<file path="src/rtl/inj_pkg.sv">
package inj_pkg;

    localparam int WORD_W          = 32;
    localparam int BYTE_CNT_W      = 16;
    localparam int MIN_FRAME_BYTES = 60;
    localparam int MIN_FRAME_WORDS = MIN_FRAME_BYTES / 4;
    localparam logic [1:0] GAP_DEFAULT = 2'd1;

    typedef enum logic [2:0] {
        ST_IDLE,
        ST_SOF,
        ST_HDR,
        ST_PAY,
        ST_PAD,
        ST_EOF,
        ST_TAIL,
        ST_DROP
    } fr_state_e;

    typedef struct packed {
        logic              ctrl;
        logic              sof;
        logic              eof;
        logic [1:0]        vld;
        logic [1:0]        gap;
        logic [WORD_W-1:0] data;
    } qwrite_t;

    function automatic logic [2:0] lane_count(input logic [3:0] keep);
        return {2'b00, keep[0]} + {2'b00, keep[1]} + {2'b00, keep[2]} + {2'b00, keep[3]};
    endfunction

    function automatic logic [1:0] end_valid_code(input logic [BYTE_CNT_W-1:0] nbytes);
        return (nbytes < BYTE_CNT_W'(MIN_FRAME_BYTES)) ? 2'd0 : nbytes[1:0];
    endfunction

endpackage

</file>
<file path="src/rtl/inj_hdr_bank.sv">
module inj_hdr_bank
    import inj_pkg::*;
#(
    parameter int HDR_WORDS = 9
) (
    input  logic                        clk,
    input  logic                        rst,
    input  logic                        capture_i,
    input  logic                        advance_i,
    input  logic [HDR_WORDS*WORD_W-1:0] hdr_i,
    output logic [WORD_W-1:0]           word_o,
    output logic                        last_o
);
    localparam int IDX_W = (HDR_WORDS > 1) ? $clog2(HDR_WORDS) : 1;

    logic [HDR_WORDS*WORD_W-1:0] bank_q;
    logic [IDX_W-1:0]            idx_q;
    logic [WORD_W-1:0]           words [HDR_WORDS];

    for (genvar g = 0; g < HDR_WORDS; g++) begin : g_view
        assign words[g] = bank_q[g*WORD_W +: WORD_W];
    end

    always_ff @(posedge clk) begin
        if (rst) begin
            bank_q <= '0;
            idx_q  <= '0;
        end else if (capture_i) begin
            bank_q <= hdr_i;
            idx_q  <= '0;
        end else if (advance_i) begin
            idx_q  <= last_o ? '0 : idx_q + 1'b1;
        end
    end

    assign word_o = words[idx_q];
    assign last_o = (idx_q == IDX_W'(HDR_WORDS - 1));

    // Index never leaves the header range
    p_idx_range_r4: assert property (@(posedge clk) disable iff (rst)
        advance_i |=> (idx_q < IDX_W'(HDR_WORDS)));

endmodule

</file>
<file path="src/rtl/inj_len_track.sv">
module inj_len_track
    import inj_pkg::*;
(
    input  logic                  clk,
    input  logic                  rst,
    input  logic                  clear_i,
    input  logic                  pay_fire_i,
    input  logic [3:0]            pay_keep_i,
    input  logic                  pad_fire_i,
    output logic [BYTE_CNT_W-1:0] bytes_o,
    output logic                  need_pad_o
);
    logic [BYTE_CNT_W-1:0] words_q;
    logic [BYTE_CNT_W-1:0] bytes_q;

    always_ff @(posedge clk) begin
        if (rst || clear_i) begin
            words_q <= '0;
            bytes_q <= '0;
        end else begin
            if (pay_fire_i || pad_fire_i) words_q <= words_q + 1'b1;
            if (pay_fire_i) bytes_q <= bytes_q + BYTE_CNT_W'(lane_count(pay_keep_i));
        end
    end

    assign bytes_o    = bytes_q;
    assign need_pad_o = (words_q + 1'b1) < BYTE_CNT_W'(MIN_FRAME_WORDS);

    // Padding never runs past the minimum word count
    p_pad_bound_r6: assert property (@(posedge clk) disable iff (rst)
        pad_fire_i |-> (words_q < BYTE_CNT_W'(MIN_FRAME_WORDS)));

    // A pad word and a payload word never share a cycle
    p_pad_excl_r6: assert property (@(posedge clk) disable iff (rst)
        !(pad_fire_i && pay_fire_i));

endmodule

</file>
<file path="src/rtl/inj_stop_timer.sv">
module inj_stop_timer #(
    parameter int STOP_CYCLES = 6250
) (
    input  logic clk,
    input  logic rst,
    input  logic load_i,
    output logic stop_o
);
    localparam int CNT_W = $clog2(STOP_CYCLES + 1);

    logic [CNT_W-1:0] cnt_q;

    always_ff @(posedge clk) begin
        if (rst) begin
            cnt_q <= '0;
        end else if (load_i) begin
            cnt_q <= CNT_W'(STOP_CYCLES);
        end else if (cnt_q != '0) begin
            cnt_q <= cnt_q - 1'b1;
        end
    end

    assign stop_o = (cnt_q != '0);

    // Stop only starts right after a load request
    p_stop_start_r9: assert property (@(posedge clk) disable iff (rst)
        $rose(stop_o) |-> $past(load_i));

endmodule

</file>
<file path="src/rtl/inj_framer.sv">
module inj_framer
    import inj_pkg::*;
#(
    parameter int HDR_WORDS   = 9,
    parameter int STOP_CYCLES = 6250
) (
    input  logic                        clk,
    input  logic                        rst,
    input  logic                        s_valid,
    output logic                        s_ready,
    input  logic [31:0]                 s_data,
    input  logic [3:0]                  s_keep,
    input  logic                        s_last,
    input  logic [32*HDR_WORDS-1:0]     hdr_in,
    input  logic                        q_ready,
    input  logic                        q_wmark,
    output logic                        busy,
    output logic                        stop,
    output logic                        wr_valid,
    output logic                        wr_ctrl,
    output logic                        wr_sof,
    output logic                        wr_eof,
    output logic [1:0]                  wr_vld,
    output logic [1:0]                  wr_gap,
    output logic [31:0]                 wr_data
);
    fr_state_e state_q, state_n;
    qwrite_t   wr;
    logic      wr_v;

    logic                  hdr_cap, hdr_adv, hdr_last;
    logic [WORD_W-1:0]     hdr_word;
    logic                  len_clr, pay_fire, pad_fire, need_pad;
    logic [BYTE_CNT_W-1:0] byte_cnt;
    logic                  stop_load;

    inj_hdr_bank #(.HDR_WORDS(HDR_WORDS)) u_hdr (
        .clk       (clk),
        .rst       (rst),
        .capture_i (hdr_cap),
        .advance_i (hdr_adv),
        .hdr_i     (hdr_in),
        .word_o    (hdr_word),
        .last_o    (hdr_last)
    );

    inj_len_track u_len (
        .clk        (clk),
        .rst        (rst),
        .clear_i    (len_clr),
        .pay_fire_i (pay_fire),
        .pay_keep_i (s_keep),
        .pad_fire_i (pad_fire),
        .bytes_o    (byte_cnt),
        .need_pad_o (need_pad)
    );

    inj_stop_timer #(.STOP_CYCLES(STOP_CYCLES)) u_stop (
        .clk    (clk),
        .rst    (rst),
        .load_i (stop_load),
        .stop_o (stop)
    );

    always_comb begin
        state_n   = state_q;
        wr        = '0;
        wr_v      = 1'b0;
        s_ready   = 1'b0;
        busy      = 1'b0;
        hdr_cap   = 1'b0;
        hdr_adv   = 1'b0;
        len_clr   = 1'b0;
        pay_fire  = 1'b0;
        pad_fire  = 1'b0;
        stop_load = 1'b0;
        case (state_q)
            ST_IDLE: begin
                if (!stop && s_valid) begin
                    if (q_ready) begin
                        hdr_cap = 1'b1;
                        state_n = ST_SOF;
                    end else begin
                        busy    = 1'b1;
                        state_n = ST_DROP;
                    end
                end
            end
            ST_SOF: begin
                wr_v     = 1'b1;
                wr.ctrl  = 1'b1;
                wr.sof   = 1'b1;
                wr.gap   = GAP_DEFAULT;
                len_clr  = 1'b1;
                state_n  = ST_HDR;
            end
            ST_HDR: begin
                wr_v     = 1'b1;
                wr.data  = hdr_word;
                hdr_adv  = 1'b1;
                if (hdr_last) state_n = ST_PAY;
            end
            ST_PAY: begin
                s_ready = 1'b1;
                if (s_valid) begin
                    wr_v     = 1'b1;
                    wr.data  = s_data;
                    pay_fire = 1'b1;
                    if (s_last) state_n = need_pad ? ST_PAD : ST_EOF;
                end
            end
            ST_PAD: begin
                wr_v     = 1'b1;
                pad_fire = 1'b1;
                if (!need_pad) state_n = ST_EOF;
            end
            ST_EOF: begin
                wr_v     = 1'b1;
                wr.ctrl  = 1'b1;
                wr.eof   = 1'b1;
                wr.gap   = GAP_DEFAULT;
                wr.vld   = end_valid_code(byte_cnt);
                state_n  = ST_TAIL;
            end
            ST_TAIL: begin
                wr_v      = 1'b1;
                stop_load = q_wmark;
                state_n   = ST_IDLE;
            end
            ST_DROP: begin
                s_ready = 1'b1;
                if (s_valid && s_last) state_n = ST_IDLE;
            end
            default: state_n = ST_IDLE;
        endcase
    end

    always_ff @(posedge clk) begin
        if (rst) state_q <= ST_IDLE;
        else     state_q <= state_n;
    end

    assign wr_valid = wr_v;
    assign wr_ctrl  = wr.ctrl;
    assign wr_sof   = wr.sof;
    assign wr_eof   = wr.eof;
    assign wr_vld   = wr.vld;
    assign wr_gap   = wr.gap;
    assign wr_data  = wr.data;

    // Busy is a single pulse and no write follows it
    p_busy_pulse_r2: assert property (@(posedge clk) disable iff (rst)
        busy |=> (!busy && !wr_valid));

    // The start control write is followed by a data write
    p_hdr_after_sof_r4: assert property (@(posedge clk) disable iff (rst)
        (wr_valid && wr_sof) |=> (wr_valid && !wr_ctrl));

    // The end control write carries gap 1 and no start flag
    p_eof_fields_r7: assert property (@(posedge clk) disable iff (rst)
        (wr_valid && wr_eof) |-> (wr_ctrl && !wr_sof && wr_gap == GAP_DEFAULT));

    // One zero data word follows the end control write
    p_tail_word_r8: assert property (@(posedge clk) disable iff (rst)
        (wr_valid && wr_eof) |=> (wr_valid && !wr_ctrl && wr_data == '0));

    // No stream accept and no write during backpressure
    p_stop_quiet_r10: assert property (@(posedge clk) disable iff (rst)
        stop |-> (!s_ready && !wr_valid));

endmodule

</file>
<file path="config.mk">
export PLATFORM = sky130hd
export DESIGN_NAME = inj_framer
export DESIGN_NICKNAME = d
export VERILOG_FILES = /design/src/rtl/inj_pkg.sv /design/src/rtl/inj_hdr_bank.sv /design/src/rtl/inj_len_track.sv /design/src/rtl/inj_stop_timer.sv /design/src/rtl/inj_framer.sv
export SDC_FILE = /design/constraint.sdc
export NUM_CORES = 1
export LEC_CHECK = 0
export BUFFER_PORTS_ARGS = -buffer_cell sky130_fd_sc_hd__buf_4
export CAP_MARGIN = 20
export CORE_MARGIN = 2
export CORE_UTILIZATION = 54
export CTS_CLUSTER_SIZE = 24
export DETAILED_ROUTE_END_ITERATION = 8
export PLACE_DENSITY_LB_ADDON = 0.2
export SYNTH_ARGS = -nofsm -noshare
export SYNTH_HDL_FRONTEND = slang
export SYNTH_SLANG_ARGS = --single-unit
export TNS_END_PERCENT = 100
</file>
<file path="constraint.sdc">
create_clock -name clk -period 2.7 [get_ports clk]
set_input_delay 0 -clock clk [delete_from_list [all_inputs] [get_ports clk]]
set_output_delay 0 -clock clk [all_outputs]
set_load 0.05 [all_outputs]
</file>
==> flow_metrics.py <==
metrics = {
    "worst_setup_path": {
        "startpoint": "u_hdr.idx_q[0]$_SDFFE_PP0P_",
        "classification_of_the_worst_setup_path": "flip-flop to primary output",
        "reg2reg_from": "u_stop.cnt_q[6]$_SDFFE_PP0P_",
        "worst-r2r-cell-count": 8,
        "sort_of_element_at_the_end_of_the_critical_path": "primary output",
        "timing.reg2reg.setup_slack_ns": 0.11,
        "crit_top_cell": "sky130_fd_sc_hd__buf_4",
        "worst_ep_arrival_time_ns": 2.74,
        "worstPathRequired_ns": 2.70,
        "slowest_delay_ns": 0.60,
        "path_max_fanout": 4,
        "crit_path_max_delay_cell_type": "sky130_fd_sc_hd__mux4_2",
        "regToRegEndpoint": "u_hdr.bank_q[91]$_SDFFE_PP0P_",
        "start_kind": "flip-flop",
        "timing.critical_path.cells": "buf_12, buf_4, mux4_2, mux2i_1, nor2_1, a21oi_1, o21ai_1, buf_4",
    },
    "layout": {
        "finalNetCount": 2803,
        "fill_cells": 1563,
        "post_route_core_utilization_pct": 81.8,
        "layout_common_cells": "sky130_fd_sc_hd__nand2_1 (642), sky130_fd_sc_hd__buf_4 (388), sky130_fd_sc_hd__a21oi_1 (339)",
        "area_growth_syn_to_layout_pct": 49.4,
        "final_layout_size_suffix_gt1_share_pct": 22.4,
        "finalNonFillerCells": 2875,
        "layout_commonest_cell": "sky130_fd_sc_hd__nand2_1",
    },
    "cts": {
        "cts_buffers": 38,
        "htree_levels": 2,
        "cts_buffer_depth": 3,
        "path_clk_slew_ns": 0.06,
        "clkLatencyLatePin_ns": 0.52,
        "tritoncts": "built",
        "clk_root_buffer_cell": "sky130_fd_sc_hd__clkbuf_16",
        "clock_sink_count": 340,
    },
    "timing": {
        "finalHoldViolCount": 0,
        "final_min_period_over_clock_period_pct": 102,
        "finalSetupViolations": 1,
        "maxSlewHeadroom_pct": 47.6,
        "timing.final.crit_period_ns": 2.74,
        "clock.fmax_mhz": 365,
        "transition_time_at_the_pin_with_the_least_slew_margin_ns": 0.786,
        "final-max-slew-violation-count": 0,
        "skew_ns": 0.0176,
        "setup_slack_ns": -0.0421,
    },
    "detailed_routing": {
        "count_of_nets_left_with_antenna_violations_after_detail_routing": 0,
        "drt_wl_total_mm": 57.5,
        "drt-vias-per-instance": 5.72,
        "via_count": 16400,
        "drt_iter0_drc": 1701,
        "drt-pass1-iter-count": 5,
        "drt-wirelength-per-cell_um": 20.0,
        "number_of_remaining_drc_errors": 0,
    },
    "run_status": {
        "outcome": "finished, violations left",
        "violations": "negative setup slack",
    },
    "synth": {
        "netlist_top_cells_area": "sky130_fd_sc_hd__dfxtp_1 (45%), sky130_fd_sc_hd__nand2_1 (16%), sky130_fd_sc_hd__a21oi_1 (11%), sky130_fd_sc_hd__mux4_2 (9.5%), sky130_fd_sc_hd__clkbuf_1 (2.5%)",
        "postSynthRegisterBits": 340,
        "yosys.area.top_type_share_pct": 44.9,
        "synth_largest_area_cell": "sky130_fd_sc_hd__dfxtp_1",
        "syn-num-nets": 2202,
        "area_fraction_in_compound_gates_after_synthesis_pct": 13.7,
        "postSynth.asyncResetShare_pct": 0,
        "yosys-mux-area-fraction_pct": 11.8,
        "synth.yosys.seq_area_share_pct": 44.9,
        "synthSimpleGateAreaFrac_pct": 21.5,
        "synth-main-ff-cell": "sky130_fd_sc_hd__dfxtp_1",
        "synth_top_family_by_area": "simple AND/OR/NAND/NOR gates",
        "yosys.area_share.xor_xnor_pct": 2.14,
        "number_of_synthesized_flops_with_an_enable_pin": 0,
        "synth_area_mm2": 0.0152,
        "synth_fa_ha_area_share_pct": 1.09,
        "synthCells": 1860,
        "synthesis.area_per_instance_um2": 8.15,
        "synth.yosys.warnings": 0,
        "netlist-cell-type-count": 53,
    },
    "die": {
        "rows": 61,
        "core_area_mm2": 0.0277,
        "initial_core_util_pct": 54.7,
        "design.portCount": 373,
        "dieWidth_um": 172,
        "design.die.area_mm2": 0.0294,
        "die_height_um": 172,
    },
    "min_path": {
        "worst_hold_path_type": "input port to flip-flop",
        "hold-path-cell-count": 6,
        "whs_endpoint": "u_len.bytes_o[1]$_SDFFE_PP0P_",
        "timing.hold.worst.start": "s_keep[1]",
    },
    "global_routing": {
        "initial_antenna_violation_count": 8,
        "grt_first_pass_wirelength_mm": 85.1,
        "grt_max_degree": 113,
        "first_global_vias": 16100,
        "sum_of_overflow_across_all_layers_after_global_routing": 0,
        "globalRouteTotalUtil_pct": 37.4,
    },
    "power_and_ir_drop": {
        "power.leakage_uw": 0.00873,
        "power.density_mw_per_mm2": 637,
        "ir_drop_v": 0.000435,
        "p_total_uw": 14400,
    },
    "place": {
        "placedCellCount": 2495,
        "preCtsSetupSlack_ns": 0.112,
        "dp_hpwl_mm": 32.8,
        "numPortBuffers": 371,
        "routabilityCongestion": 0.876,
    },
    "flow_run": {
        "cap_violations": 0,
    },
}
-- worst max-delay path: cells and delay by family, from the launching register on --
| family | cells | cell delay [ns] |
|---|---|---|
| mux | 2 | 0.98 |
| compound gates | 2 | 0.28 |
| simple gates | 1 | 0.09 |
| flops | 1 | 0.37 |
| buf+inv | 3 | 0.48 |
-- worst max-delay path by stage --
stage / end / slack [ns] / cells past startpoint
after floorplan: wr_data[1] / 0.04 / 7
after global placement: u_hdr.bank_q[18]$_SDFFE_PP0P_ / 0.24 / 8
after detailed placement: u_hdr.bank_q[15]$_SDFFE_PP0P_ / 0.11 / 8
after CTS: wr_data[11] / 0.004 / 7
after global routing: wr_data[10] / -0.03 / 8
final: wr_data[18] / -0.04 / 8
-- cell usage after synthesis (2+ instances only) --
| cell type | instances |
|---|---|
| sky130_fd_sc_hd__a211o_1 | 2 |
| sky130_fd_sc_hd__a211oi_1 | 3 |
| sky130_fd_sc_hd__a21oi_1 | 341 |
| sky130_fd_sc_hd__a31oi_1 | 4 |
| sky130_fd_sc_hd__and2_1 | 6 |
| sky130_fd_sc_hd__and3_1 | 6 |
| sky130_fd_sc_hd__and4b_1 | 2 |
| sky130_fd_sc_hd__buf_1 | 7 |
| sky130_fd_sc_hd__buf_2 | 4 |
| sky130_fd_sc_hd__buf_4 | 31 |
| sky130_fd_sc_hd__buf_6 | 2 |
| sky130_fd_sc_hd__clkbuf_1 | 101 |
| sky130_fd_sc_hd__dfxtp_1 | 340 |
| sky130_fd_sc_hd__fa_1 | 2 |
| sky130_fd_sc_hd__ha_1 | 10 |
| sky130_fd_sc_hd__inv_1 | 14 |
| sky130_fd_sc_hd__inv_2 | 2 |
| sky130_fd_sc_hd__mux2_2 | 2 |
| sky130_fd_sc_hd__mux2i_1 | 33 |
| sky130_fd_sc_hd__mux4_2 | 64 |
| sky130_fd_sc_hd__nand2_1 | 643 |
| sky130_fd_sc_hd__nand2b_1 | 3 |
| sky130_fd_sc_hd__nand3_1 | 10 |
| sky130_fd_sc_hd__nand3b_1 | 4 |
| sky130_fd_sc_hd__nand4_1 | 10 |
| sky130_fd_sc_hd__nor2_1 | 83 |
| sky130_fd_sc_hd__nor2b_1 | 3 |
| sky130_fd_sc_hd__nor3_1 | 16 |
| sky130_fd_sc_hd__nor4_1 | 6 |
| sky130_fd_sc_hd__o211ai_1 | 2 |
| sky130_fd_sc_hd__o21ai_0 | 42 |
| sky130_fd_sc_hd__or2_2 | 2 |
| sky130_fd_sc_hd__or3_1 | 4 |
| sky130_fd_sc_hd__or4_1 | 2 |
| sky130_fd_sc_hd__xnor2_1 | 14 |
| sky130_fd_sc_hd__xor2_1 | 23 |
-- sequential cells by signal (all words and copies together), names as in the netlist --
register and cells:
u_stop.cnt_q 13, u_hdr.bank_q 288, state_q 3, u_hdr.idx_q 4
u_len.bytes_o 16, u_len.words_q 16
-- what timing repair did --
| action | 4_1_cts | 5_1_grt |
|---|---|---|
| endpoints found under the setup margin | 25 | 69 |
| resized for setup | 3 | 16 |
| pin swaps | 0 | 1 |
| hold buffers | 295 | 0 |
| buffers inserted | 3 | 4 |
| gates cloned | 0 | 2 |
| endpoints found under the hold margin | 296 | 0 |
-- final cells by class --
type | instances | area [µm²] | area share [%]
multi-input combinational | 1359 | 7720 | 34.1
sequential | 340 | 6810 | 30.1
timing repair buffer | 706 | 6310 | 27.8
clock buffer | 58 | 1140 | 5.02
tap | 378 | 473 | 2.09
clock inverter | 9 | 126 | 0.558
inverter | 16 | 60.1 | 0.265
antenna | 9 | 22.5 | 0.0994
-- logic make-up (layout without fill, tap and decap cells) --
family,Yosys count,in the layout
compound gates,403,403
xor+xnor,37,37
fa+ha+maj,12,12
buf+inv,161,789
flops,340,340
mux,99,99
other cells,1,10
simple gates,807,807
-- power breakdown --
group          switching [µW]  leakage (µW)  internal [µW]
sequential                294       0.00275           5460
combinational            1840       0.00536           1590
clock                    2070      0.000620           3190
-- metrics by stage --
stage               TNS [ns]  hold slack [ns]  area, µm²
finish               -0.0421            0.271      22700
detailed placement         0            0.255      18200
global placement           0            0.245      18200
global route         -0.0843            0.286      22700
CTS                        0            0.258      22500
floorplan                  0            0.102      15200
-- per-layer routing --
metal	vias to the layer above	track usage (%)	routed length (µm)
met5	-	0	15
met4	2	23.7	4010
met3	286	7.16	4680
met2	1025	64.3	28200
met1	7670	42.9	20600
li1	7450	-	-
(Power assumes the default switching activity.)
